File: src/rtl/auxpwm_pkg.sv
package auxpwm_pkg;
  localparam int PWM_W = 8;
  localparam int ADR_W = 2;

  typedef logic [PWM_W-1:0] cval_t;

  typedef enum logic [ADR_W-1:0] {
    A_PER0 = 2'd0,
    A_PER1 = 2'd1,
    A_ON0  = 2'd2,
    A_ON1  = 2'd3
  } reg_addr_e;

  localparam cval_t PER_RST = '1;
  localparam cval_t ON_RST  = '0;

  // counter has reached (or passed) the end of its cycle
  function automatic logic at_wrap(cval_t c, cval_t p);
    return c >= p;
  endfunction

  // output level for a count position under a given on-time
  function automatic logic duty_high(cval_t c, cval_t on);
    return c < on;
  endfunction

  // channel-0 position at which the delayed channel restarts
  function automatic logic phase_hit(cval_t c0, cval_t off);
    return c0 == off;
  endfunction
endpackage

File: src/rtl/auxpwm_tick.sv
module auxpwm_tick (
  input  logic clk,
  input  logic rst,
  output logic step
);
  logic step_q;

  always_ff @(posedge clk) begin
    if (rst) step_q <= 1'b0;
    else     step_q <= ~step_q;
  end

  assign step = step_q;
endmodule

File: src/rtl/auxpwm_regs.sv
module auxpwm_regs
  import auxpwm_pkg::*;
(
  input  logic             clk,
  input  logic             rst,
  input  logic             wr_en,
  input  logic [ADR_W-1:0] wr_addr,
  input  cval_t            wr_data,
  output cval_t            per0,
  output cval_t            per1,
  output cval_t            on0,
  output cval_t            on1,
  output logic             per0_wr,
  output logic             per1_wr
);
  reg_addr_e sel;
  logic      on0_wr, on1_wr;

  assign sel     = reg_addr_e'(wr_addr);
  assign per0_wr = wr_en && (sel == A_PER0);
  assign per1_wr = wr_en && (sel == A_PER1);
  assign on0_wr  = wr_en && (sel == A_ON0);
  assign on1_wr  = wr_en && (sel == A_ON1);

  always_ff @(posedge clk) begin
    if (rst) begin
      per0 <= PER_RST;
      per1 <= PER_RST;
      on0  <= ON_RST;
      on1  <= ON_RST;
    end else begin
      if (per0_wr) per0 <= wr_data;
      if (per1_wr) per1 <= wr_data;
      if (on0_wr)  on0  <= wr_data;
      if (on1_wr)  on1  <= wr_data;
    end
  end


  reset_val_chk: assert property (@(posedge clk) disable iff (rst)
    $past(rst) |-> (per0 == PER_RST && per1 == PER_RST && on0 == ON_RST && on1 == ON_RST));


  one_target_chk: assert property (@(posedge clk) disable iff (rst)
    per0_wr |=> ($stable(per1) && $stable(on0) && $stable(on1)));
endmodule

File: src/rtl/auxpwm_chan.sv
module auxpwm_chan
  import auxpwm_pkg::*;
(
  input  logic  clk,
  input  logic  rst,
  input  logic  step,
  input  logic  restart,
  input  logic  sync,
  input  cval_t per,
  input  cval_t on_next,
  output logic  pwm,
  output cval_t cnt,
  output logic  cyc_start
);
  cval_t cnt_q;
  cval_t live_q;
  logic  pwm_q;
  logic  wrap;

  assign wrap      = at_wrap(cnt_q, per);
  assign cyc_start = restart || (step && (wrap || sync));

  always_ff @(posedge clk) begin
    if (rst) begin
      cnt_q  <= '0;
      live_q <= ON_RST;
      pwm_q  <= 1'b0;
    end else begin
      if (cyc_start) begin
        cnt_q  <= '0;
        live_q <= on_next;
      end else if (step) begin
        cnt_q  <= cnt_q + cval_t'(1);
      end
      pwm_q <= duty_high(cnt_q, live_q);
    end
  end

  assign pwm = pwm_q;
  assign cnt = cnt_q;


  hold_no_step_chk: assert property (@(posedge clk) disable iff (rst)
    (!step && !restart) |=> $stable(cnt_q));


  restart_zero_chk: assert property (@(posedge clk) disable iff (rst)
    restart |=> (cnt_q == '0));


  live_hold_chk: assert property (@(posedge clk) disable iff (rst)
    !cyc_start |=> $stable(live_q));
endmodule

File: src/rtl/aux_pwm_pair.sv
module aux_pwm_pair
  import auxpwm_pkg::*;
(
  input  logic             clk,
  input  logic             rst,
  input  logic             wr_en,
  input  logic [ADR_W-1:0] wr_addr,
  input  logic [PWM_W-1:0] wr_data,
  input  logic             indep_mode,
  output logic             pwm0,
  output logic             pwm1
);
  logic  step;
  cval_t per0, per1, on0, on1;
  logic  per0_wr, per1_wr;
  logic  restart0, restart1;
  logic  sync1;
  cval_t per_ch1;
  cval_t cnt0, cnt1;
  logic  start0, start1;

  auxpwm_tick u_tick (
    .clk  (clk),
    .rst  (rst),
    .step (step)
  );

  auxpwm_regs u_regs (
    .clk     (clk),
    .rst     (rst),
    .wr_en   (wr_en),
    .wr_addr (wr_addr),
    .wr_data (wr_data),
    .per0    (per0),
    .per1    (per1),
    .on0     (on0),
    .on1     (on1),
    .per0_wr (per0_wr),
    .per1_wr (per1_wr)
  );

  // restarts only when the channels run on their own
  assign restart0 = per0_wr && indep_mode;
  assign restart1 = per1_wr && indep_mode;
  // in shared mode channel 1 borrows the channel-0 period and is re-phased
  assign per_ch1  = indep_mode ? per1 : per0;
  assign sync1    = !indep_mode && phase_hit(cnt0, per1);

  auxpwm_chan u_ch0 (
    .clk       (clk),
    .rst       (rst),
    .step      (step),
    .restart   (restart0),
    .sync      (1'b0),
    .per       (per0),
    .on_next   (on0),
    .pwm       (pwm0),
    .cnt       (cnt0),
    .cyc_start (start0)
  );

  auxpwm_chan u_ch1 (
    .clk       (clk),
    .rst       (rst),
    .step      (step),
    .restart   (restart1),
    .sync      (sync1),
    .per       (per_ch1),
    .on_next   (on1),
    .pwm       (pwm1),
    .cnt       (cnt1),
    .cyc_start (start1)
  );


  phase_lock_chk: assert property (@(posedge clk) disable iff (rst)
    (!indep_mode && step && cnt0 == per1) |=> (cnt1 == '0));


  no_restart_shared_chk: assert property (@(posedge clk) disable iff (rst)
    (!indep_mode && per0_wr && !start0) |=>
      (cnt0 == $past(cnt0) + cval_t'($past(step))));


  shared_start_chk: assert property (@(posedge clk) disable iff (rst)
    (!indep_mode && start0) |-> start1 || (per1 < per0));
endmodule

File: config.mk
export PLATFORM = sky130hd
export DESIGN_NAME = aux_pwm_pair
export DESIGN_NICKNAME = d
export VERILOG_FILES = /design/src/rtl/auxpwm_pkg.sv /design/src/rtl/auxpwm_tick.sv /design/src/rtl/auxpwm_regs.sv /design/src/rtl/auxpwm_chan.sv /design/src/rtl/aux_pwm_pair.sv
export SDC_FILE = /design/constraint.sdc
export NUM_CORES = 1
export LEC_CHECK = 0
export ABC_AREA = 1
export BUFFER_PORTS_ARGS = -buffer_cell sky130_fd_sc_hd__buf_2
export CAP_MARGIN = 15
export CORE_ASPECT_RATIO = 0.5
export CORE_MARGIN = 3
export CORE_UTILIZATION = 30
export CTS_BUF_LIST = sky130_fd_sc_hd__clkbuf_16
export CTS_CLUSTER_DIAMETER = 200
export DETAILED_ROUTE_END_ITERATION = 10
export PLACE_DENSITY = 0.56
export SYNTH_ARGS = -nofsm -noshare
export SYNTH_HDL_FRONTEND = slang
export SYNTH_SLANG_ARGS = --single-unit
File: constraint.sdc
create_clock -name clk -period 1.65 [get_ports clk]
set_input_delay 0 -clock clk [delete_from_list [all_inputs] [get_ports clk]]
set_output_delay 0 -clock clk [all_outputs]
set_load 0.05 [all_outputs]
==> summary.txt, run 1 <==
Worst VDD drop: 0.000424 V
Met1 Wirelength: 4530 um
Initial DRT Pass Iterations: 4
TritonCTS Buffers: 9
starting DRC count in detailed routing: 160
post-synthesis sequential area ratio: 38.0%
GRT overflow: 0
Final Util: 42.7%
Final ANT Viol Nets: 0
met3 routed WL: 277 um
Peak Freq: 554 MHz
final design instance area without fill: 4790 um2
P_leak: 2.21 nW
H-tree depth: 3
routed vias: 3097
clock tree from TritonCTS: built
WL final: 8680 um
DRC: 0
result of the run: finished, violations left
Num Clock Sinks: 67
die width: 159 um
vias in the first global route: 2811
DR vias/cell: 4.48
Syn Area/Cell: 7.62 um2
clk_lat worst skew: 0.34 ns
Cell Area, Placed: 4050 um2
synth unique cells: 30
total core area: 11200 um2
setup slack after layout: -0.156 ns
Root Buffer: clkbuf_16
headroom to the max-slew limit: 60.1%
ratio of total power to cell area: 811 nW/um2
wire length of the first global-routing pass: 14100 um
clock skew: 0.00980 ns
failing checks: setup timing
CP arrival: 2.07 ns
highest-count cells in the layout ignoring fill and taps: 69 x nand2_1, 57 x inv_1, 56 x dfxtp_1, 41 x a21oi_1, 38 x buf_4
Die Y: 82.7 um
highest metal used: met4
clk slew on worst S/H paths: 0.05 ns
Setup violations, final: 20
wire per inst: 12.6 um
die area: 13200 um2
RSZ-0062 raised after global routing: yes
Tightest Pin Transition: 0.597 ns
ANT cells: 0
Starting Density: 31.5%
Row Count: 27
Met2 Routed Length: 3790 um
gr usage total: 13.7%
Hold Path Class: in -> reg
Setup CP Type: reg -> reg
antenna violations before repair: 0
post-synthesis cell area: 3530 um2
Power Total: 3.89 mW
Hold Vio Cnt, Final: 0
Cells after Synth: 463
Ys Warns: 0
max cap viols: 0
critical path peak fanout: 8
endpoint class of the critical path: register
most common cell after layout, fill and taps aside: nand2_1
Period minus WS final: 1.81 ns
WP data required: 1.91 ns
Max clock buf depth: 2
top-level port count: 16
final slew viol count: 0
post-synth net total: 509
area delta synth->final: 35.7%
layout cells sized above 1: 28.9%
Worst Setup Start Kind: register
DP HPWL: 6190 um
Synth Register Bits: 67
Port Buffer Count: 15
layout filler cell count: 1101
final critical-path share of the clock period: 109%
nets@finish: 573
Placer Congestion: 0.797
largest net degree at the start of global routing: 18
what timing repair did:
item	4_1_cts	5_1_grt
endpoints found under the setup margin	32	32
hold buffers	8	0
gates resized for setup	44	37
cloned	1	2
setup buffers	0	1
hold endpoints to repair	15	0
pin swaps	14	23
routing by layer:
layer	vias to the layer above	global-route usage, %
met5	-	0
met4	0	3.76
met3	7	4.04
met2	30	21.5
met1	1406	18.4
li1	1654	-
flip-flops by register name, summed over array words and instances (netlist names):
signal,count
u_regs.per1,8
u_tick.step,1
u_ch0.cnt,8
u_ch1.live_q,8
u_ch1.pwm,1
u_ch1.cnt,8
u_regs.per0,8
u_ch0.live_q,8
u_ch0.pwm,1
u_regs.on1,8
u_regs.on0,8
critical path, cell delays in order (launching register included):
cell     delay [ns]
dfxtp_2        0.33
inv_2          0.04
nand2_2        0.05
o21ai_2        0.05
ha_1           0.32
a21o_1         0.16
nor2_1         0.10
nand2_1        0.07
nor2_2         0.12
nand2_4        0.12
nand2_8        0.13
nand2_8        0.08
nor3_4         0.16
power by group:
group	internal (mW)	switching, mW	total [mW]
clock network	0.982	0.669	1.65
registers	1.69	0.0474	1.74
logic	0.206	0.288	0.494
path summary, 6_finish.rpt:
check	from	endpoint	slack, ns	depth (start not counted)
max	u_regs.per1[7]$_SDFFE_PP1P_	u_ch1.cnt[6]$_SDFFE_PP0P_	-0.16	12
min	rst	u_tick.step$_SDFF_PP0_	0.05	2
max reg2reg	u_regs.per1[7]$_SDFFE_PP1P_	u_ch1.cnt[6]$_SDFFE_PP0P_	-0.16	12
min reg2reg	u_regs.on1[5]$_SDFFE_PP0P_	u_regs.on1[5]$_SDFFE_PP0P_	0.44	2
logic make-up after synthesis:
| family | Yosys count | share of synthesized area [%] |
|---|---|---|
| and+or+nand+nor | 175 | 23.1 |
| AOI/OAI and AO/OA | 91 | 13.9 |
| buffers and inverters | 82 | 9.64 |
| DFF | 67 | 38.0 |
| adders and majority gates | 32 | 11.3 |
| xor gates and xnor gates | 15 | 3.72 |
| muxes | 1 | 0.284 |
cell usage after synthesis (all sizes together):
cell,count,area (um2)
nor3,18,129
o22ai,1,6.26
nand3,35,190
o21bai,1,7.51
a21o,1,7.51
nand2,80,320
buf,11,73.8
xnor2,6,52.6
nand3b,1,7.51
dfxtp,67,1340
nand4,1,6.26
mux2i,1,10.0
a21boi,1,7.51
and3,1,6.26
o211ai,11,82.6
clkbuf,6,22.5
nor2,38,143
o21ai,24,120
a21oi,52,260
inv,65,244
xor2,9,78.8
ha,32,400
nor3b,1,12.5
through the flow:
step                      cells  setup TNS [ns]  hold WS (ns)  worst slack (ns)
after floorplan             463        -0.00714        0.0793          -0.00357
after global placement      663           -2.92         0.290            -0.190
after detailed placement    663           -3.21         0.290            -0.229
after CTS                   688           -2.25        0.0152            -0.149
after global routing        691           -5.92        0.0609            -0.324
final                       691           -2.06        0.0485            -0.156
layout make-up:
| cell class | instances | area [um2] | area share, % |
|---|---|---|---|
| multi-input cells | 316 | 2190 | 45.8 |
| flip-flops and latches | 67 | 1360 | 28.3 |
| repair buffers | 68 | 544 | 11.4 |
| inverters | 65 | 244 | 5.09 |
| clock buffers | 9 | 225 | 4.70 |
| well taps | 159 | 199 | 4.15 |
| clock inverters | 7 | 30.0 | 0.627 |
No activity file was read; power rests on OpenSTA's default activity.
==> run 2, diff against run 1 <==
- ABC_AREA: 1 -> unset
- GPL_ROUTABILITY_DRIVEN: unset -> 1
- MAX_ROUTING_LAYER: unset -> met4
==> run 2 against run 1 <==
The run ends with hold timing, setup timing left. Count of clock-buffer cells in the layout did not move. Final area fell by 1.0%. Synthesized cell count down 19%. Wire length is 2.5% lower. Die area grew 1.5%. Core utilization decreased by 0.81 points. Non-clock buffer count grew 2. Maximum frequency shrank 14%.
==> summary.txt, run 2 <==
Hold Path Class: in -> reg
DRC: 0 (unchanged)
max cap viols: 0 (unchanged)
Synth top area share: 37.4% (-0.58 points)
layout filler cell count: 1061 (-3.6%)
highest-count cells in the layout ignoring fill and taps: 63 x dfxtp_1, 42 x buf_4, 39 x mux2i_1, 37 x nand2b_1, 36 x nor2_1
Synth area leader: dfxtp_1
dpl ws: -0.421 ns (-0.192 ns)
WL final: 8470 um (-2.5%)
starting DRC count in detailed routing: 131 (-18%)
Setup CP Type: reg -> reg
final slew viol count: 0 (unchanged)
Worst VDD drop: 0.000434 V (+2.3%)
ratio of total power to cell area: 800 nW/um2 (-1.5%)
endpoint class of the critical path: register
result of the run: finished, violations left
nets@finish: 489 (-15%)
area delta synth->final: 32.3%
RSZ-0062 raised after global routing: yes
Ys Warns: 0 (unchanged)
antenna violations before repair: 0 (unchanged)
Final Util: 41.9% (-0.81 points)
top-level port count: 16 (unchanged)
Placer Congestion: 0.778 (-2.4%)
Crit path max-delay family: compound AO/OA/AOI/OAI gates
Slowest-stage cell, CP: a2111oi_4
die area: 13400 um2 (+1.5%)
failing checks: hold timing, setup timing
slowest stage delay, CP: 0.38 ns (+0.05 ns)
Initial DRT Pass Iterations: 4 (unchanged)
Most used DFF post-synth: dfxtp_1
final design instance area without fill: 4740 um2 (-1.0%)
Max clock buf depth: 2 (unchanged)
headroom to the max-slew limit: 63.0% (+3.0 points)
clock tree from TritonCTS: built
most common cell in the synthesized netlist: dfxtp_1
Syn Area/Cell: 9.53 um2 (+25%)
post-synthesis sequential area ratio: 37.4% (-0.58 points)
CP arrival: 2.34 ns (+0.27 ns)
GRT overflow: 0 (unchanged)
Cell Area, Placed: 4260 um2 (+5.4%)
Peak Freq: 479 MHz (-14%)
Port Buffer Count: 15 (unchanged)
total core area: 11300 um2 (+0.90%)
die width: 161 um (+0.75%)
gr usage total: 13.5% (-0.16 points)
Buf/Inv on CP: 1 (unchanged)
CP cell instances: mux2_4 -> ha_4 -> nand2b_4 -> a2111oi_4 -> nor4_4 -> a211oi_4 -> buf_12 -> mux2i_1
largest net degree at the start of global routing: 76 (+58)
Hold Slack: -0.00982 ns (-0.0583 ns)
post-synth net total: 422 (-17%)
Num Clock Sinks: 67 (unchanged)
Period minus WS final: 2.09 ns (+0.282 ns)
Row Count: 27 (unchanged)
H-tree depth: 3 (unchanged)
largest cells by area after synthesis: dfxtp_1 37%, ha_1 11%, mux2i_1 11%
clk slew on worst S/H paths: 0.05 ns (about the same)
Cells after Synth: 376 (-19%)
clk_lat worst skew: 0.33 ns (about the same)
Die Y: 83.3 um (+0.72%)
final critical-path share of the clock period: 127% (+17 points)
clock skew: 0.00392 ns (-0.00588 ns)
synth unique cells: 40 (+33%)
wire length of the first global-routing pass: 14000 um (-1.1%)
Setup violations, final: 32 (+60%)
Synth Register Bits: 67 (unchanged)
DP HPWL: 6100 um (-1.4%)
commonest cells in the netlist: 67 x dfxtp_1, 40 x mux2i_1, 38 x nand2b_1
routed vias: 2759 (-11%)
layout cells sized above 1: 23.9% (-5.0 points)
most common cell after layout, fill and taps aside: dfxtp_1
Final ANT Viol Nets: 0 (unchanged)
setup slack after layout: -0.438 ns (-0.282 ns)
Tightest Pin Transition: 0.553 ns (-0.0440 ns)
asr flop ratio synth: 0% (unchanged)
TritonCTS Buffers: 9 (unchanged)
post-synthesis cell area: 3580 um2 (+1.6%)
Post-synth EDFFs: 0 (unchanged)
DR vias/cell: 4.55 (+1.6%)
Root Buffer: clkbuf_16
wire per inst: 14.0 um (+11%)
Starting Density: 31.7% (+0.20 points)
critical path peak fanout: 8 (unchanged)
vias in the first global route: 2757 (-1.9%)
Hold Vio Cnt, Final: 2 (+2)
P_leak: 2.12 nW (-3.9%)
ANT cells: 0 (unchanged)
Worst Setup Start Kind: register
WP data required: 1.91 ns (about the same)
[run 2: cell count changes in the layout (fill, tap and decap cells not counted), moves of 11 or more]
cell | previous run | this run
a211o_1 | 0 | 17
a21oi_1 | 41 | 6
inv_1 | 57 | 26
inv_2 | 12 | 1
mux2i_1 | 1 | 39
nand2_1 | 69 | 10
nand2b_1 | 0 | 37
nand3_1 | 23 | 8
nand3_2 | 11 | 0
o211ai_1 | 11 | 0
o21ai_0 | 22 | 4
[run 2: final cells by class]
type | count | area (um2) | share of cell area, %
inverter | 26 | 97.6 | 2.06
sequential | 67 | 1350 | 28.5
tap | 159 | 199 | 4.20
clock inverter | 6 | 25.0 | 0.528
multi-input combinational | 269 | 2270 | 47.9
clock buffer | 9 | 225 | 4.75
timing repair buffer | 70 | 574 | 12.1
[run 2: timing repair]
action / CTS / global route
pin swaps: 6 / 8
setup buffers: 2 / 2
hold endpoints to repair: 11 / 0
gates resized for setup: 10 / 21
gates cloned: 0 / 0
hold buffers: 5 / 0
setup endpoints to repair: 34 / 34
[run 2: cells by family (layout without fill, tap and decap cells)]
group / Yosys count / after routing / synth area share, %
and+or+nand+nor: 124 / 124 / 18.4
DFF: 67 / 67 / 37.4
AOI/OAI and AO/OA: 53 / 53 / 12.6
muxes: 41 / 41 / 11.5
buffers and inverters: 40 / 111 / 4.26
adders and majority gates: 32 / 32 / 11.2
xor gates and xnor gates: 19 / 19 / 4.64
[run 2: through the flow]
| step | setup TNS (ns) | std cells | power, mW | hold WS [ns] |
|---|---|---|---|---|
| 2_1_floorplan | -7.64 | 376 | 1.99 | 0.118 |
| 3_3_place_gp | -10.25 | 583 | 2.15 | 0.286 |
| 3_5_place_dp | -10.97 | 583 | 2.15 | 0.281 |
| 4_1_cts | -11.26 | 605 | 3.82 | 0.00164 |
| 5_1_grt | -13.15 | 606 | 3.95 | 0.00743 |
| 6_report | -10.62 | 606 | 3.79 | -0.00982 |
[run 2: per-layer routing]
| metal | wire [um] | up-vias | GRT usage (%) | part of all wire (%) |
|---|---|---|---|---|
| met5 | 0 | - | - | 0 |
| met4 | 154 | 0 | 4.57 | 1.8 |
| met3 | 187 | 13 | 3.34 | 2.2 |
| met2 | 3700 | 20 | 19.8 | 44 |
| met1 | 4430 | 1282 | 18.1 | 52 |
| li1 | - | 1444 | - | - |
[run 2: report_power, final]
part	leakage [nW]	total [mW]	internal [mW]	switching, mW
combinational	1.45	0.457	0.231	0.227
sequential	0.545	1.69	1.67	0.0251
clock	0.129	1.64	0.979	0.662
total	2.12	3.79	2.88	0.914
[run 2: path summary, 6_finish.rpt]
kind / from / to / slack [ns] / depth (start not counted)
hold / removal: wr_data[0] / u_regs.per1[0]$_SDFFE_PP1P_ / -0.01 / 2
hold reg to reg: u_regs.on0[5]$_SDFFE_PP0P_ / u_ch0.live_q[5]$_SDFFE_PP0P_ / 0.47 / 2
setup reg to reg: u_regs.per0[0]$_SDFFE_PP1P_ / u_ch1.live_q[1]$_SDFFE_PP0P_ / -0.44 / 8
setup / recovery: u_regs.per0[0]$_SDFFE_PP1P_ / u_ch1.live_q[1]$_SDFFE_PP0P_ / -0.44 / 8
==> run 3, diff against run 2 <==
- CAP_MARGIN: 15 -> 20
- HOLD_SLACK_MARGIN: unset -> 0.06
==> run 3 against run 2 <==
The run ends with setup timing left. Wire length rose by 0.21%. Maximum frequency about the same. Highest routed layer unchanged. Core utilization grew 0.27 points. Critical endpoint unchanged. Sequential power barely moved. Largest power group unchanged.
==> summary.txt, run 3 (synthesized netlist as in run 2, its figures left out) <==
result of the run: finished, violations left
failing checks: setup timing
routed vias: 2771 (+0.43%)
Die Y: 83.3 um (unchanged)
Hold Slack: 0.0976 ns (+0.107 ns)
final slew viol count: 0 (unchanged)
R2R setup slack: -0.44 ns (about the same)
wire per inst: 13.9 um (-0.28%)
starting DRC count in detailed routing: 141 (+7.6%)
DR vias/cell: 4.55 (about the same)
Root Buffer: clkbuf_16
Hold Crit Depth: 3 (+1)
gr usage total: 13.5% (+0.033 points)
endpoint class of the critical path: register
ratio of total power to cell area: 796 nW/um2 (-0.43%)
Max clock buf depth: 2 (unchanged)
ANT cells: 0 (unchanged)
highest-count cells in the layout ignoring fill and taps: 63 x dfxtp_1, 42 x buf_4, 39 x mux2i_1, 37 x nand2b_1, 36 x nor2_1
Placer Congestion: 0.778 (unchanged)
most common cell after layout, fill and taps aside: dfxtp_1
Worst VDD drop: 0.000434 V (about the same)
Setup CP Type: reg -> reg
Setup violations, final: 32 (unchanged)
Hold Path Class: in -> reg
Starting Density: 31.7% (unchanged)
clk_lat worst skew: 0.33 ns (about the same)
DP HPWL: 6100 um (unchanged)
slowest stage delay, CP: 0.38 ns (about the same)
TritonCTS Buffers: 9 (unchanged)
clk slew on worst S/H paths: 0.05 ns (about the same)
headroom to the max-slew limit: 63.1% (about the same)
Num Clock Sinks: 67 (unchanged)
combinational fraction of design power: 12.2% (about the same)
clock tree from TritonCTS: built
clock skew: 0.00391 ns (-0.00000597 ns)
die area: 13400 um2 (unchanged)
DRC: 0 (unchanged)
Port Buffer Count: 15 (unchanged)
H-tree depth: 3 (unchanged)
Slowest-stage cell, CP: a2111oi_4
switching share of power: 24.1% (+0.030 points)
total core area: 11300 um2 (unchanged)
Hold Vio Cnt, Final: 0 (-2)
setup slack after layout: -0.438 ns (+0.00000700 ns)
nets@finish: 492 (+0.61%)
Worst Setup Start Kind: register
Initial DRT Pass Iterations: 4 (unchanged)
Row Count: 27 (unchanged)
vias in the first global route: 2763 (+0.22%)
critical path peak fanout: 8 (unchanged)
top-level port count: 16 (unchanged)
WL final: 8480 um (+0.21%)
worst reg2reg path depth: 8 (unchanged)
WP data required: 1.91 ns (about the same)
internal power: 2.88 mW (+0.16%)
RSZ-0062 raised after global routing: yes
P_leak: 2.13 nW (+0.59%)
wire length of the first global-routing pass: 14000 um (+0.25%)
Clock power frac: 43.3% (about the same)
sequential share of power: 44.5% (about the same)
Sw Pwr: 0.917 mW (+0.32%)
max cap viols: 0 (unchanged)
Period minus WS final: 2.09 ns (-0.00000700 ns)
Final ANT Viol Nets: 0 (unchanged)
die width: 161 um (unchanged)
layout cells sized above 1: 23.8% (-0.16 points)
CP cell instances: mux2_4 -> ha_4 -> nand2b_4 -> a2111oi_4 -> nor4_4 -> a211oi_4 -> buf_12 -> mux2i_1
CP arrival: 2.34 ns (about the same)
antenna violations before repair: 0 (unchanged)
Tightest Pin Transition: 0.552 ns (-0.000938 ns)
final critical-path share of the clock period: 127% (about the same)
Setup TNS Final: -10.62 ns (-0.00570 ns)
GRT overflow: 0 (unchanged)
Peak Freq: 479 MHz (about the same)
largest net degree at the start of global routing: 76 (unchanged)
area delta synth->final: 33.1%
run 3: layer usage:
| metal | wire length [um] | global-route usage (%) | vias to the layer above |
|---|---|---|---|
| met5 | 0 | - | - |
| met4 | 154 | 4.57 | 0 |
| met3 | 187 | 3.34 | 13 |
| met2 | 3730 | 20.1 | 20 |
| met1 | 4410 | 18.0 | 1288 |
| li1 | - | - | 1450 |
run 3: worst paths after layout:
kind / from / endpoint
worst min register to register: u_regs.on0[5]$_SDFFE_PP0P_ / u_ch0.live_q[5]$_SDFFE_PP0P_
worst max-delay path: u_regs.per0[0]$_SDFFE_PP1P_ / u_ch1.live_q[1]$_SDFFE_PP0P_
worst min-delay path: indep_mode / u_ch1.cnt[0]$_SDFFE_PP0P_
worst max register to register: u_regs.per0[0]$_SDFFE_PP1P_ / u_ch1.live_q[1]$_SDFFE_PP0P_
run 3: timing repair:
action / 4_1_cts / 5_1_grt
hold buffers: 8 / 0
resized for setup: 10 / 21
setup endpoints to repair: 34 / 34
pin swaps: 6 / 8
buffers inserted: 2 / 2
hold endpoints to repair: 32 / 0
run 3: per-stage QoR:
stage                     setup slack [ns]  instances  instance area, um2  util, %  total power [mW]
final                               -0.438        609                4770     42.2              3.80
after global routing                -0.518        609                4770     42.2              3.96
after CTS                           -0.440        608                4640     41.0              3.83
after detailed placement            -0.421        583                4260     37.7              2.15
after global placement              -0.375        583                4260     37.7              2.15
after floorplan                     -0.423        376                3630        -              1.99
run 3: power groups by stage:
stage | sequential, mW | combinational (mW) | clock, mW
6_report | 1.69 | 0.463 | 1.64
5_1_grt | 1.70 | 0.511 | 1.75
4_1_cts | 1.69 | 0.454 | 1.69
3_5_place_dp | 1.72 | 0.430 | 0
3_3_place_gp | 1.72 | 0.425 | 0
2_1_floorplan | 1.73 | 0.254 | 0
run 3: area by class of cell:
type | instances | area (um2)
repair buffers | 73 | 604
clock inverters | 6 | 25.0
inverters | 26 | 97.6
well taps | 159 | 199
multi-input cells | 269 | 2270
flip-flops and latches | 67 | 1350
fillers | 1054 | 6550
clock buffers | 9 | 225
run 3: critical path: cells and delay by family (launching register included):
family,cells,cell delay (ns)
mux,2,0.47
compound gates,2,0.64
simple gates,2,0.22
fa+ha+maj,1,0.21
flops,1,0.32
buf+inv,1,0.17
